**src/rtl/rxf_pkg.sv**
```systemverilog
// Package: shared constants and types of the receive frame unloader.
package rxf_pkg;
    localparam logic [3:0]  PORT_FRAME   = 4'h0;   // frame data port pair 0/1
    localparam logic [3:0]  PORT_REGADR  = 4'hA;   // register address port pair
    localparam logic [3:0]  PORT_REGDAT  = 4'hC;   // register data port pair
    localparam logic [15:0] REG_RX_CONF  = 16'h0102;
    localparam logic [15:0] SKIP_FLAG    = 16'h0040;
    localparam int          GOOD_BIT     = 8;
    localparam logic [15:0] LINK_HDR_LEN = 16'd14;
    localparam logic [15:0] ETYPE_ARP    = 16'h0806;
    localparam logic [15:0] ETYPE_IP     = 16'h0800;

    typedef enum logic [1:0] {FT_OTHER = 2'd0, FT_ARP = 2'd1, FT_IP = 2'd2} ftype_e;

    typedef enum logic [3:0] {
        CS_IDLE, CS_STAT, CS_LEN, CS_DEC, CS_HDR, CS_DATA, CS_FIN, CS_SKA, CS_SKD
    } ctl_state_e;
endpackage

```
**src/rtl/rxf_bus_seq.sv**
```systemverilog
// Module: rxf_bus_seq
// Splits one 16-bit access into two byte cycles (strobe, capture, strobe,
// capture). Reads put the first byte fetched in the upper half; hi_first
// selects odd-then-even addressing. Writes send the low byte to the even port
// first. Assumes bus_rdata is valid from the strobe cycle until after capture.
module rxf_bus_seq (
    input  logic        clk,
    input  logic        rst_n,
    input  logic        req,
    input  logic        req_wr,
    input  logic        req_hi_first,
    input  logic [3:0]  req_base,
    input  logic [15:0] req_wdata,
    output logic        idle,
    output logic        done,
    output logic [15:0] rdata,
    output logic [3:0]  bus_addr,
    output logic        bus_rd,
    output logic        bus_wr,
    output logic [7:0]  bus_wdata,
    input  logic [7:0]  bus_rdata
);
    typedef enum logic [2:0] {SQ_IDLE, SQ_STB0, SQ_CAP0, SQ_STB1, SQ_CAP1} sq_e;

    sq_e         sq;
    logic        op_wr, op_hi;
    logic [3:0]  op_base;
    logic [15:0] op_wdata;
    logic [7:0]  byte0;
    logic        second, strobe;

    // Purpose: step through the four phases of a word access and latch the op.
    always_ff @(posedge clk) begin
        if (!rst_n) begin
            sq       <= SQ_IDLE;
            op_wr    <= 1'b0;
            op_hi    <= 1'b0;
            op_base  <= '0;
            op_wdata <= '0;
            byte0    <= '0;
        end else begin
            case (sq)
                SQ_IDLE: if (req) begin
                    op_wr    <= req_wr;
                    op_hi    <= req_hi_first;
                    op_base  <= req_base;
                    op_wdata <= req_wdata;
                    sq       <= SQ_STB0;
                end
                SQ_STB0: sq <= SQ_CAP0;
                SQ_CAP0: begin
                    byte0 <= bus_rdata;
                    sq    <= SQ_STB1;
                end
                SQ_STB1: sq <= SQ_CAP1;
                default: sq <= SQ_IDLE;
            endcase
        end
    end

    // Purpose: drive the byte bus from the current phase and latched op.
    always_comb begin
        second    = (sq == SQ_STB1);
        strobe    = (sq == SQ_STB0) || (sq == SQ_STB1);
        bus_addr  = op_base + {3'b000, second ^ (!op_wr && op_hi)};
        bus_rd    = strobe && !op_wr;
        bus_wr    = strobe && op_wr;
        bus_wdata = second ? op_wdata[15:8] : op_wdata[7:0];
        idle      = (sq == SQ_IDLE);
        done      = (sq == SQ_CAP1);
        rdata     = {byte0, bus_rdata};
    end

    // a strobe is always followed by a capture cycle without strobe
    a_r12_strobe_gap: assert property (@(posedge clk) disable iff (!rst_n)
        (bus_rd || bus_wr) |=> !(bus_rd || bus_wr));
    // a completed access was preceded by a strobe cycle
    a_r12_done_after_strobe: assert property (@(posedge clk) disable iff (!rst_n)
        done |-> $past(bus_rd || bus_wr));
endmodule

```
**src/rtl/rxf_packer.sv**
```systemverilog
// Module: rxf_packer
// Packs a stream of 16-bit payload words into big-endian 32-bit buffer words
// at consecutive addresses, masking bytes past the payload end on the last
// word. Assumes clear precedes every frame and len_lo is stable within it.
module rxf_packer #(
    parameter int AW = 9
) (
    input  logic          clk,
    input  logic          rst_n,
    input  logic          clear,
    input  logic          in_valid,
    input  logic          in_last,
    input  logic [15:0]   in_data,
    input  logic [1:0]    len_lo,
    output logic          mem_we,
    output logic [AW-1:0] mem_addr,
    output logic [31:0]   mem_wdata
);
    logic          phase;
    logic [15:0]   hold;
    logic [AW-1:0] waddr;
    logic [31:0]   tail_mask;

    // Purpose: select the byte mask that applies to the final word.
    always_comb begin
        case (len_lo)
            2'd1:    tail_mask = 32'hFF00_0000;
            2'd3:    tail_mask = 32'hFFFF_FF00;
            default: tail_mask = 32'hFFFF_FFFF;
        endcase
    end

    // Purpose: pair words, emit packed writes and advance the buffer address.
    always_ff @(posedge clk) begin
        if (!rst_n) begin
            phase     <= 1'b0;
            hold      <= '0;
            waddr     <= '0;
            mem_we    <= 1'b0;
            mem_addr  <= '0;
            mem_wdata <= '0;
        end else begin
            mem_we <= 1'b0;
            if (clear) begin
                phase <= 1'b0;
                waddr <= '0;
            end else if (in_valid) begin
                if (!phase) begin
                    hold <= in_data;
                    if (in_last) begin
                        mem_we    <= 1'b1;
                        mem_addr  <= waddr;
                        mem_wdata <= {in_data, 16'h0000} & tail_mask;
                    end else begin
                        phase <= 1'b1;
                    end
                end else begin
                    mem_we    <= 1'b1;
                    mem_addr  <= waddr;
                    mem_wdata <= {hold, in_data} & (in_last ? tail_mask : 32'hFFFF_FFFF);
                    waddr     <= waddr + 1'b1;
                    phase     <= 1'b0;
                end
            end
        end
    end

    // with len mod 4 == 1 only the top byte of the last word survives
    a_r8_tail_one_byte: assert property (@(posedge clk) disable iff (!rst_n)
        (mem_we && $past(in_valid && in_last) && len_lo == 2'd1) |-> mem_wdata[23:0] == 24'h0);
    // with len mod 4 == 2 the last word has a zero lower half
    a_r7_tail_half: assert property (@(posedge clk) disable iff (!rst_n)
        (mem_we && $past(in_valid && in_last) && len_lo == 2'd2) |-> mem_wdata[15:0] == 16'h0);
endmodule

```
**src/rtl/rxf_counters.sv**
```systemverilog
// Module: rxf_counters
// Frame, byte and drop counters. Assumes each increment input is a
// single-cycle pulse; counters wrap at their width.
module rxf_counters #(
    parameter int PKT_W  = 16,
    parameter int BYTE_W = 32,
    parameter int DROP_W = 16
) (
    input  logic              clk,
    input  logic              rst_n,
    input  logic              pkt_inc,
    input  logic              drop_inc,
    input  logic [15:0]       frame_bytes,
    output logic [PKT_W-1:0]  pkt_cnt,
    output logic [BYTE_W-1:0] byte_cnt,
    output logic [DROP_W-1:0] drop_cnt
);
    // Purpose: accumulate frame, byte and drop totals.
    always_ff @(posedge clk) begin
        if (!rst_n) begin
            pkt_cnt  <= '0;
            byte_cnt <= '0;
            drop_cnt <= '0;
        end else begin
            if (pkt_inc) begin
                pkt_cnt  <= pkt_cnt + 1'b1;
                byte_cnt <= byte_cnt + BYTE_W'(frame_bytes);
            end
            if (drop_inc) drop_cnt <= drop_cnt + 1'b1;
        end
    end

    // the drop count only ever moves by one
    a_r5_drop_step: assert property (@(posedge clk) disable iff (!rst_n)
        (drop_cnt != $past(drop_cnt)) |-> (drop_cnt == $past(drop_cnt) + 1'b1));
    // the frame count only ever moves by one
    a_r10_pkt_step: assert property (@(posedge clk) disable iff (!rst_n)
        (pkt_cnt != $past(pkt_cnt)) |-> (pkt_cnt == $past(pkt_cnt) + 1'b1));
endmodule

```
**src/rtl/rxf_unloader.sv**
```systemverilog
// Module: rxf_unloader (top)
// Drains one received frame: status and length, then either a skip command or
// the header words and the packed payload. Assumes the length word is at
// least 14 and the payload fits in 2**BUF_AW buffer words.
module rxf_unloader
    import rxf_pkg::*;
#(
    parameter int BUF_AW    = 9,
    parameter int HDR_WORDS = 7,
    parameter int PKT_W     = 16,
    parameter int BYTE_W    = 32,
    parameter int DROP_W    = 16
) (
    input  logic                   clk,
    input  logic                   rst_n,
    input  logic                   start,
    input  logic                   buf_free,
    input  logic [15:0]            rx_cfg,
    output logic                   busy,
    output logic [3:0]             bus_addr,
    output logic                   bus_rd,
    output logic                   bus_wr,
    output logic [7:0]             bus_wdata,
    input  logic [7:0]             bus_rdata,
    output logic                   mem_we,
    output logic [BUF_AW-1:0]      mem_addr,
    output logic [31:0]            mem_wdata,
    output logic [15:0]            payload_len,
    output logic [16*HDR_WORDS-1:0] hdr_words,
    output logic [1:0]             frame_type,
    output logic                   frame_done,
    output logic                   frame_skip,
    output logic [PKT_W-1:0]       pkt_cnt,
    output logic [BYTE_W-1:0]      byte_cnt,
    output logic [DROP_W-1:0]      drop_cnt
);
    localparam int HCW      = $clog2(HDR_WORDS);
    localparam int TYPE_IDX = HDR_WORDS - 1;

    ctl_state_e  state;
    logic        good_q;
    logic [15:0] rep_q;
    logic [15:0] nwords;
    logic [15:0] dcnt;
    logic [HCW-1:0] hcnt;
    logic [15:0] hdr_q [HDR_WORDS];

    logic        seq_req, seq_wr, seq_hi, seq_idle, seq_done;
    logic [3:0]  seq_base;
    logic [15:0] seq_wdata, seq_rdata;
    logic        pk_clear, pk_valid, pk_last, drop_inc;
    logic [16:0] nw_wide;

    // Purpose: derive payload length and the number of 16-bit payload reads.
    always_comb begin
        payload_len = rep_q - LINK_HDR_LEN;
        nw_wide     = ({1'b0, payload_len} + 17'd1) >> 1;
        nwords      = nw_wide[15:0];
    end

    // Purpose: choose the word access that the current state needs.
    always_comb begin
        seq_req   = seq_idle && (state inside {CS_STAT, CS_LEN, CS_HDR, CS_DATA, CS_SKA, CS_SKD});
        seq_wr    = (state == CS_SKA) || (state == CS_SKD);
        seq_hi    = (state == CS_STAT) || (state == CS_LEN);
        seq_base  = (state == CS_SKA) ? PORT_REGADR :
                    (state == CS_SKD) ? PORT_REGDAT : PORT_FRAME;
        seq_wdata = (state == CS_SKA) ? REG_RX_CONF : (rx_cfg | SKIP_FLAG);
        pk_clear  = (state == CS_IDLE) && start;
        pk_valid  = (state == CS_DATA) && seq_done;
        pk_last   = (dcnt == nwords - 16'd1);
        drop_inc  = (state == CS_DEC) && good_q && !buf_free;
        busy      = (state != CS_IDLE);
    end

    // Purpose: frame-level sequencing from status fetch to done or skip.
    always_ff @(posedge clk) begin
        if (!rst_n) begin
            state      <= CS_IDLE;
            good_q     <= 1'b0;
            rep_q      <= LINK_HDR_LEN;
            dcnt       <= '0;
            hcnt       <= '0;
            frame_done <= 1'b0;
            frame_skip <= 1'b0;
            for (int i = 0; i < HDR_WORDS; i++) hdr_q[i] <= '0;
        end else begin
            frame_done <= (state == CS_FIN);
            frame_skip <= (state == CS_SKD) && seq_done;
            case (state)
                CS_IDLE: if (start) state <= CS_STAT;
                CS_STAT: if (seq_done) begin
                    good_q <= seq_rdata[GOOD_BIT];
                    state  <= CS_LEN;
                end
                CS_LEN: if (seq_done) begin
                    rep_q <= seq_rdata;
                    state <= CS_DEC;
                end
                CS_DEC: begin
                    hcnt  <= '0;
                    state <= (good_q && buf_free) ? CS_HDR : CS_SKA;
                end
                CS_HDR: if (seq_done) begin
                    hdr_q[hcnt] <= seq_rdata;
                    if (hcnt == HCW'(TYPE_IDX)) begin
                        dcnt  <= '0;
                        state <= (nwords == 16'd0) ? CS_FIN : CS_DATA;
                    end else begin
                        hcnt <= hcnt + 1'b1;
                    end
                end
                CS_DATA: if (seq_done) begin
                    if (pk_last) state <= CS_FIN;
                    else         dcnt  <= dcnt + 16'd1;
                end
                CS_SKA: if (seq_done) state <= CS_SKD;
                CS_SKD: if (seq_done) state <= CS_IDLE;
                default: state <= CS_IDLE;
            endcase
        end
    end

    // Purpose: flatten header words and classify the frame type.
    for (genvar g = 0; g < HDR_WORDS; g++) begin : g_hdr
        assign hdr_words[16*g +: 16] = hdr_q[g];
    end
    assign frame_type = (hdr_q[TYPE_IDX] == ETYPE_ARP) ? FT_ARP :
                        (hdr_q[TYPE_IDX] == ETYPE_IP)  ? FT_IP  : FT_OTHER;

    rxf_bus_seq u_seq (
        .clk(clk), .rst_n(rst_n), .req(seq_req), .req_wr(seq_wr),
        .req_hi_first(seq_hi), .req_base(seq_base), .req_wdata(seq_wdata),
        .idle(seq_idle), .done(seq_done), .rdata(seq_rdata),
        .bus_addr(bus_addr), .bus_rd(bus_rd), .bus_wr(bus_wr),
        .bus_wdata(bus_wdata), .bus_rdata(bus_rdata)
    );

    rxf_packer #(.AW(BUF_AW)) u_pack (
        .clk(clk), .rst_n(rst_n), .clear(pk_clear), .in_valid(pk_valid),
        .in_last(pk_last), .in_data(seq_rdata), .len_lo(payload_len[1:0]),
        .mem_we(mem_we), .mem_addr(mem_addr), .mem_wdata(mem_wdata)
    );

    rxf_counters #(.PKT_W(PKT_W), .BYTE_W(BYTE_W), .DROP_W(DROP_W)) u_cnt (
        .clk(clk), .rst_n(rst_n), .pkt_inc(state == CS_FIN), .drop_inc(drop_inc),
        .frame_bytes(rep_q), .pkt_cnt(pkt_cnt), .byte_cnt(byte_cnt), .drop_cnt(drop_cnt)
    );

    // byte writes happen only while releasing a frame
    a_r4_write_only_skip: assert property (@(posedge clk) disable iff (!rst_n)
        bus_wr |-> (state == CS_SKA || state == CS_SKD));
    // completion pulses last one cycle and never coincide
    a_r11_done_pulse: assert property (@(posedge clk) disable iff (!rst_n)
        frame_done |=> !frame_done);
    a_r11_exclusive: assert property (@(posedge clk) disable iff (!rst_n)
        !(frame_done && frame_skip));
    // buffer writes occur only while unloading the payload
    a_r7_write_window: assert property (@(posedge clk) disable iff (!rst_n)
        mem_we |-> (state == CS_DATA || state == CS_FIN));
endmodule

```
**config.mk**
```make
export PLATFORM = sky130hd
export DESIGN_NAME = rxf_unloader
export DESIGN_NICKNAME = d
export VERILOG_FILES = /design/src/rtl/rxf_pkg.sv /design/src/rtl/rxf_bus_seq.sv /design/src/rtl/rxf_packer.sv /design/src/rtl/rxf_counters.sv /design/src/rtl/rxf_unloader.sv
export SDC_FILE = /design/constraint.sdc
export NUM_CORES = 1
export LEC_CHECK = 0
export CAP_MARGIN = 20
export CORE_UTILIZATION = 58
export CTS_CLUSTER_DIAMETER = 150
export DETAILED_ROUTE_END_ITERATION = 12
export GPL_TIMING_DRIVEN = 0
export PLACE_DENSITY = 0.91
export SYNTH_ARGS = -nofsm -noshare
export SYNTH_HDL_FRONTEND = slang
export SYNTH_HIERARCHICAL = 1
export SYNTH_SLANG_ARGS = --single-unit
```
**constraint.sdc**
```tcl
create_clock -name clk -period 12.15 [get_ports clk]
set_input_delay 1.8225 -clock clk [delete_from_list [all_inputs] [get_ports clk]]
set_output_delay 1.8225 -clock clk [all_outputs]
set_load 0.01 [all_outputs]
```
==> flow_metrics.tcl, run 1 <==
set metrics [dict create \
    placed_area_um2 19400 \
    reg2reg_slack_ns 6.38 \
    slew_headroom_pct 27.9 \
    clock-sinks 319 \
    rsz0062_at_grt "false" \
    worst_slew_pin_slew_ns 1.08 \
    cts_tree "done" \
    antenna_left 0 \
    grt_pass1_vias 14500 \
    coreArea_um2 27100 \
    htree_levels 2 \
    cts_resized 0 \
    drive_gt1_share_pct 6.58 \
    ys.flop_type "dfxtp_1" \
    hold_class "register to register" \
    start_util_pct 59.5 \
    synth_area_um2 16100 \
    final_cell_area_um2 20500 \
    via_count 15200 \
    postCtsHoldBufs 0 \
    hold_viol_final 0 \
    dp_hpwl_um 35100 \
    finalClockSkew_ns 0.0197 \
    yosysUniqueCellTypes 98 \
    setup_violations 0 \
    holdWs_ns 0.458 \
    io_pins 281 \
    setup-tns-final_ns 0 \
    yosys_warnings 6 \
    multi_input_area_um2 7970 \
    path_clk_slew_ns 0.06 \
    drcViolationCount 0 \
    n_antenna_cell 0 \
    antenna_found_initial 0 \
    routed_wl_um 48900 \
    drt-wirelength-per-cell_um 19.7 \
    clock_path_buffers 3 \
    ff_latch_area_um2 7350 \
    fill_cells 1844 \
    synth-edff-count 96 \
    area_growth_pct 27.2 \
    clockRootBuffer "clkbuf_16" \
    syn_inst 1772 \
    reg2reg_depth 15 \
    holdPathStages 2 \
    grt_pass1_wl_um 76800 \
    die_w_um 169 \
    cts_buffers 34 \
    portBuffers 279 \
    async_flop_share_pct 0 \
    cp_common_cell "buf_2" \
    status "complete, no violations" \
    critPathMaxStageDelay_ns 0.76 \
    syn-num-nets 1829 \
    die_area_um2 28500 \
    ir_drop_mv 0.141 \
    leakagePower_uw 0.00731 \
    synth-seq-cells 319 \
    worstReg2RegEnd "u_pack/mem_wdata[30]$_SDFFE_PN0P_" \
    viasPerCell 6.11 \
    maxCapViolations 0 \
    slowest_stage "a211oi_2" \
    critPathKind "register to register" \
    drtIter0Drc 1594 \
    cp.arrival_ns 6.20 \
    hp-start "u_pack/hold[12]$_SDFFE_PN0P_" \
    globalRouteTotalUtil_pct 33.9 \
    final.min_clock_period_ns 5.77 \
    first_pass_iters 9 \
    gp_congestion 0.932 \
    r2r-start "rep_q[1]$_SDFFE_PN1P_" \
    drv_slew 0 \
    end_kind "register" \
    dieHeight_um 169 \
    cts_setup_buffers 0 \
    max_freq_ghz 0.173 \
    hold_end "u_pack/hold[12]$_SDFFE_PN0P_" \
    avgSynthCellArea_um2 9.09 \
    clk_latency_ns 0.52 \
    required_ns 12.57 \
    start_kind "register" \
    worstPathCellList "inv_1, ha_1, nor2b_1, nand3_1, a2111oi_0, a311oi_1, a311oi_2, a31oi_1, or4_1, a211oi_2, or2_1, buf_2, buf_2, a21oi_1, a211oi_1" \
    fin_nets 2145 \
    power_density_nw_per_um2 129 \
    overflow 0 \
    ys_seq_area_share_pct 45.6 \
    fp-row-count 60 \
    grt_max_degree 17 \
    cp_max_fo 11 \
    post-route-period-util_pct 47.5 \
]
metal layers:
layer	wire length, um	GRT usage [%]	part of all wire (%)
met1	18900	42.0	39
met2	23200	57.4	47
met3	4420	6.03	9.0
met4	2430	15.4	5.0
met5	0	0	0
cells in the final DEF (no fill, tap or decap), drive strengths merged, types with 12 or more instances in the layout:
cell	netlist	final
nand3	73	73
or4	13	13
inv	46	48
and3	21	21
and2	26	26
buf	54	55
nand2	267	267
nor4	15	15
nor2b	18	18
or3	17	17
edfxtp	96	96
mux2i	65	65
ha	28	28
xnor2	49	49
clkbuf	67	113
nor3b	12	12
dfxtp	223	223
a211oi	16	16
clkdlybuf4s50	0	279
nor3	25	25
a21oi	117	117
nor2	153	153
o21ai	69	69
nand4	31	31
nand3b	20	20
a21boi	33	33
nand2b	22	22
xor2	38	38
area by class of cell:
type	instances	share of cell area, %
buffer	121	3.05
clock buffer	46	4.62
clock inverter	15	0.781
inverter	46	0.842
multi-input combinational	1286	38.9
sequential	319	35.8
tap	372	2.27
timing repair buffer	280	13.7
Yosys cell counts, types with 17 or more instances:
cell type / instances / area, um2
ha_1: 28 / 350
nor2_1: 151 / 567
and2_1: 25 / 156
nand3b_1: 20 / 150
edfxtp_1: 96 / 2880
inv_1: 43 / 161
mux2i_1: 65 / 651
buf_2: 20 / 100
nor2b_1: 18 / 113
or3_1: 17 / 106
nand2b_1: 22 / 138
xor2_1: 37 / 324
xnor2_1: 49 / 429
o21ai_0: 58 / 290
dfxtp_1: 223 / 4460
nand3_1: 73 / 365
nor3_1: 23 / 115
nand4_1: 29 / 181
and3_1: 21 / 131
buf_4: 17 / 128
nand2_1: 267 / 1000
clkbuf_1: 67 / 251
a21boi_0: 33 / 248
a21oi_1: 116 / 581
power breakdown:
part	total (uW)	switching (uW)	internal, uW
combinational	422	228	194
sequential	1190	42.5	1140
clock	1040	430	614
total	2650	700	1950
worst max-delay path: cells and delay by family (launching register included):
kind,cells,cell delay [ns]
adders and majority gates,1,0.43
and+or+nand+nor,4,1.27
buffers and inverters,3,0.79
AOI/OAI and AO/OA,7,2.55
DFF,1,0.62
state kept, by name (all words and copies together), names as in the netlist, 3 cells and up:
register,count
u_cnt/byte_cnt,32
u_seq/sq,3
hdr_q,112
u_seq/op_wdata,16
u_cnt/pkt_cnt,16
u_cnt/drop_cnt,16
u_pack/mem_addr,9
state,4
rep_q,16
u_pack/hold,16
u_seq/op_base,4
hcnt,3
dcnt,16
u_seq/byte0,8
u_pack/waddr,9
u_pack/mem_wdata,32
worst max-delay path by stage:
stage | start | end | slack, ns | depth (start not counted)
6_report | rep_q[1]$_SDFFE_PN1P_ | u_pack/mem_wdata[30]$_SDFFE_PN0P_ | 6.38 | 15
4_1_cts | rep_q[1]$_SDFFE_PN1P_ | u_pack/mem_wdata[30]$_SDFFE_PN0P_ | 6.59 | 16
5_1_grt | rep_q[1]$_SDFFE_PN1P_ | u_pack/mem_wdata[30]$_SDFFE_PN0P_ | 6.11 | 15
3_5_place_dp | rep_q[1]$_SDFFE_PN1P_ | u_pack/mem_wdata[30]$_SDFFE_PN0P_ | 6.66 | 16
2_1_floorplan | rep_q[1]$_SDFFE_PN1P_ | u_pack/mem_wdata[30]$_SDFFE_PN0P_ | 7.77 | 15
3_3_place_gp | rep_q[1]$_SDFFE_PN1P_ | u_pack/mem_wdata[14]$_SDFFE_PN0P_ | 6.82 | 15
metrics by stage:
step,worst slack [ns],utilization (%),cells,total power [uW]
2_1_floorplan,7.77,-,1772,1470
3_3_place_gp,6.82,71.5,2423,1600
3_5_place_dp,6.66,71.5,2424,1620
4_1_cts,6.59,75.6,2485,2650
5_1_grt,6.11,75.6,2485,2730
6_report,6.38,75.6,2485,2650
cell families (layout without fill, tap and decap cells):
kind of cell             count (synthesis)  count (layout)  share of synthesized area (%)
AO/OA/AOI/OAI                          349             349                           14.3
XOR/XNOR                                90              90                           5.20
adder cells (fa/ha/maj)                 29              29                           2.30
buffers and inverters                  167             508                           4.95
flip-flops                             319             319                           45.6
multiplexers                            76              76                           4.83
other                                    1               1                         0.0233
AND/OR/NAND/NOR                        741             741                           22.8
Note: power is estimated with default switching activity, not from simulation.
==> inputs of run 2 (changes only) <==
--- a/config.mk
+++ b/config.mk
@@ -6,11 +6,11 @@
 export NUM_CORES = 1
 export LEC_CHECK = 0
 export CAP_MARGIN = 20
-export CORE_UTILIZATION = 58
+export CORE_UTILIZATION = 54
 export CTS_CLUSTER_DIAMETER = 150
 export DETAILED_ROUTE_END_ITERATION = 12
 export GPL_TIMING_DRIVEN = 0
-export PLACE_DENSITY = 0.91
+export PLACE_DENSITY = 0.85
 export SYNTH_ARGS = -nofsm -noshare
 export SYNTH_HDL_FRONTEND = slang
 export SYNTH_HIERARCHICAL = 1
==> constraint.sdc (replaced) <==
create_clock -name clk -period 6 [get_ports clk]
set_input_delay 0.9 -clock clk [delete_from_list [all_inputs] [get_ports clk]]
set_output_delay 0.9 -clock clk [all_outputs]
set_load 0.01 [all_outputs]
==> flow_metrics.tcl, run 2 (synthesized netlist as in run 1, its figures left out) <==
set metrics [dict create \
    status "complete, no violations" \
    required_ns 6.38 \
    start_kind "register" \
    crit_buf_inv 2 \
    max_freq_ghz 0.178 \
    first_pass_iters 5 \
    worstPathCellList "inv_1, ha_1, nor2b_1, nand2_1, nor4_1, a311oi_1, a311oi_2, a31oi_1, or4_1, a211oi_4, nand3b_1, buf_2, nand4_1, a21oi_1" \
    cp.arrival_ns 5.99 \
    finalPower_uw 5450 \
    drtIter0Drc 1310 \
    grt_pass1_wl_um 73300 \
    die_area_um2 30500 \
    postCtsHoldBufs 0 \
    final_common_cell "clkdlybuf4s50_1" \
    area_growth_pct 27.8 \
    setup_violations 0 \
    rsz0062_at_grt "false" \
    die_w_um 175 \
    overflow 0 \
    clockRootBuffer "clkbuf_16" \
    holdWs_ns 0.456 \
    slew_headroom_pct 29.8 \
    clock_path_buffers 3 \
    finalClockSkew_ns 0.0204 \
    fin_nets 2146 \
    drcViolationCount 0 \
    cts_resized 0 \
    p_int_uw 4050 \
    gp_congestion 0.933 \
    fp-row-count 62 \
    p_seq_share_pct 44.0 \
    path_clk_slew_ns 0.06 \
    setup-tns-final_ns 0 \
    mostFrequentLayoutCells "279 x clkdlybuf4s50_1, 267 x nand2_1, 223 x dfxtp_1" \
    reg.largest.list "hdr_q x112, u_cnt/byte_cnt x32, u_pack/mem_wdata x32" \
    worst_slew_pin_slew_ns 1.05 \
    largest_register_ffs 112 \
    n_antenna_cell 0 \
    hold_viol_final 0 \
    switching_share_pct 25.8 \
    dieHeight_um 175 \
    ff_latch_area_um2 7350 \
    power_density_nw_per_um2 265 \
    antenna_left 0 \
    final.min_clock_period_ns 5.61 \
    via_count 14700 \
    slowest_stage "dfxtp_1" \
    coreArea_um2 29000 \
    antenna_found_initial 0 \
    drv_slew 0 \
    comb_power_share_pct 15.6 \
    p_switching_uw 1410 \
    largest_register "hdr_q" \
    fill_cells 2146 \
    cts_setup_buffers 0 \
    ir_drop_mv 0.259 \
    cp_max_fo 11 \
    hold_class "register to register" \
    cts_buffers 35 \
    post-route-util_pct 71.0 \
    power_frac_clock_pct 40.4 \
    grt_pass1_vias 13800 \
    htree_levels 2 \
    io_pins 281 \
    maxCapViolations 0 \
    critPathMaxStageDelay_ns 0.62 \
    drive_gt1_share_pct 6.92 \
    clk_latency_ns 0.53 \
    cts_tree "done" \
    clock-sinks 319 \
    end_kind "register" \
    start_util_pct 55.5 \
    post-route-period-util_pct 93.4 \
    drt-wirelength-per-cell_um 18.9 \
    leakagePower_uw 0.00734 \
    crit_family "simple AND/OR/NAND/NOR gates" \
    portBuffers 279 \
    grt_max_degree 17 \
    routed_wl_um 47100 \
    critPathKind "register to register" \
    multi_input_area_um2 7980 \
    dp_hpwl_um 34600 \
    globalRouteTotalUtil_pct 30.0 \
    viasPerCell 5.87 \
]
run 2: cell types whose count changed in the layout (fill, tap and decap cells not counted):
cell,change
clkbuf_8,+4
clkbuf_1,-2
a211oi_4,+1
a211oi_2,-1
clkinvlp_4,+1
bufinv_16,+1
clkinv_4,+1
clkinv_1,-7
run 2: worst reg2reg max path, delay by kind of cell (launching register included):
family                     cells  cell delay (ns)
AOI/OAI and AO/OA              5             1.55
buffers and inverters          2             0.68
and+or+nand+nor                6             2.17
DFF                            1             0.62
adders and majority gates      1             0.46
run 2: final timing paths:
check,start,to,slack (ns),cells after the start
max,rep_q[1]$_SDFFE_PN1P_,u_pack/mem_wdata[8]$_SDFFE_PN0P_,0.39,14
min,u_pack/hold[3]$_SDFFE_PN0P_,u_pack/hold[3]$_SDFFE_PN0P_,0.46,2
max reg2reg,rep_q[1]$_SDFFE_PN1P_,u_pack/mem_wdata[8]$_SDFFE_PN0P_,0.39,14
min reg2reg,u_pack/hold[3]$_SDFFE_PN0P_,u_pack/hold[3]$_SDFFE_PN0P_,0.46,2
run 2: power by group through the flow:
| stage | Combinational, uW | Sequential (uW) | Clock, uW |
|---|---|---|---|
| finish | 852 | 2400 | 2200 |
| global route | 912 | 2400 | 2310 |
| global placement | 817 | 2440 | 0 |
| detailed placement | 834 | 2440 | 0 |
| CTS | 841 | 2390 | 2220 |
| floorplan | 553 | 2420 | 0 |
run 2: final cells by class:
class / count / share of cell area, %
clock buffer: 48 / 4.83
timing repair buffer: 280 / 13.6
tap: 384 / 2.33
buffer: 121 / 3.04
inverter: 46 / 0.839
multi-input combinational: 1286 / 38.8
sequential: 319 / 35.7
clock inverter: 11 / 0.875
run 2: metal layers:
layer  up-vias  share of wire, %  global-route usage [%]
met5         -                 0                       0
met4         0               3.8                    12.1
met3       121               8.1                    5.85
met2       658                47                    49.7
met1      6944                41                    38.3
li1       6928                 -                       -
run 2: per-stage QoR:
| stage | cell area (um2) | setup WS [ns] | cells |
|---|---|---|---|
| floorplan | 16100 | 1.62 | 1772 |
| CTS | 20600 | 0.327 | 2495 |
| global route | 20600 | 0.102 | 2495 |
| finish | 20600 | 0.393 | 2495 |
| global placement | 19400 | 0.411 | 2435 |
| detailed placement | 19400 | 0.360 | 2436 |
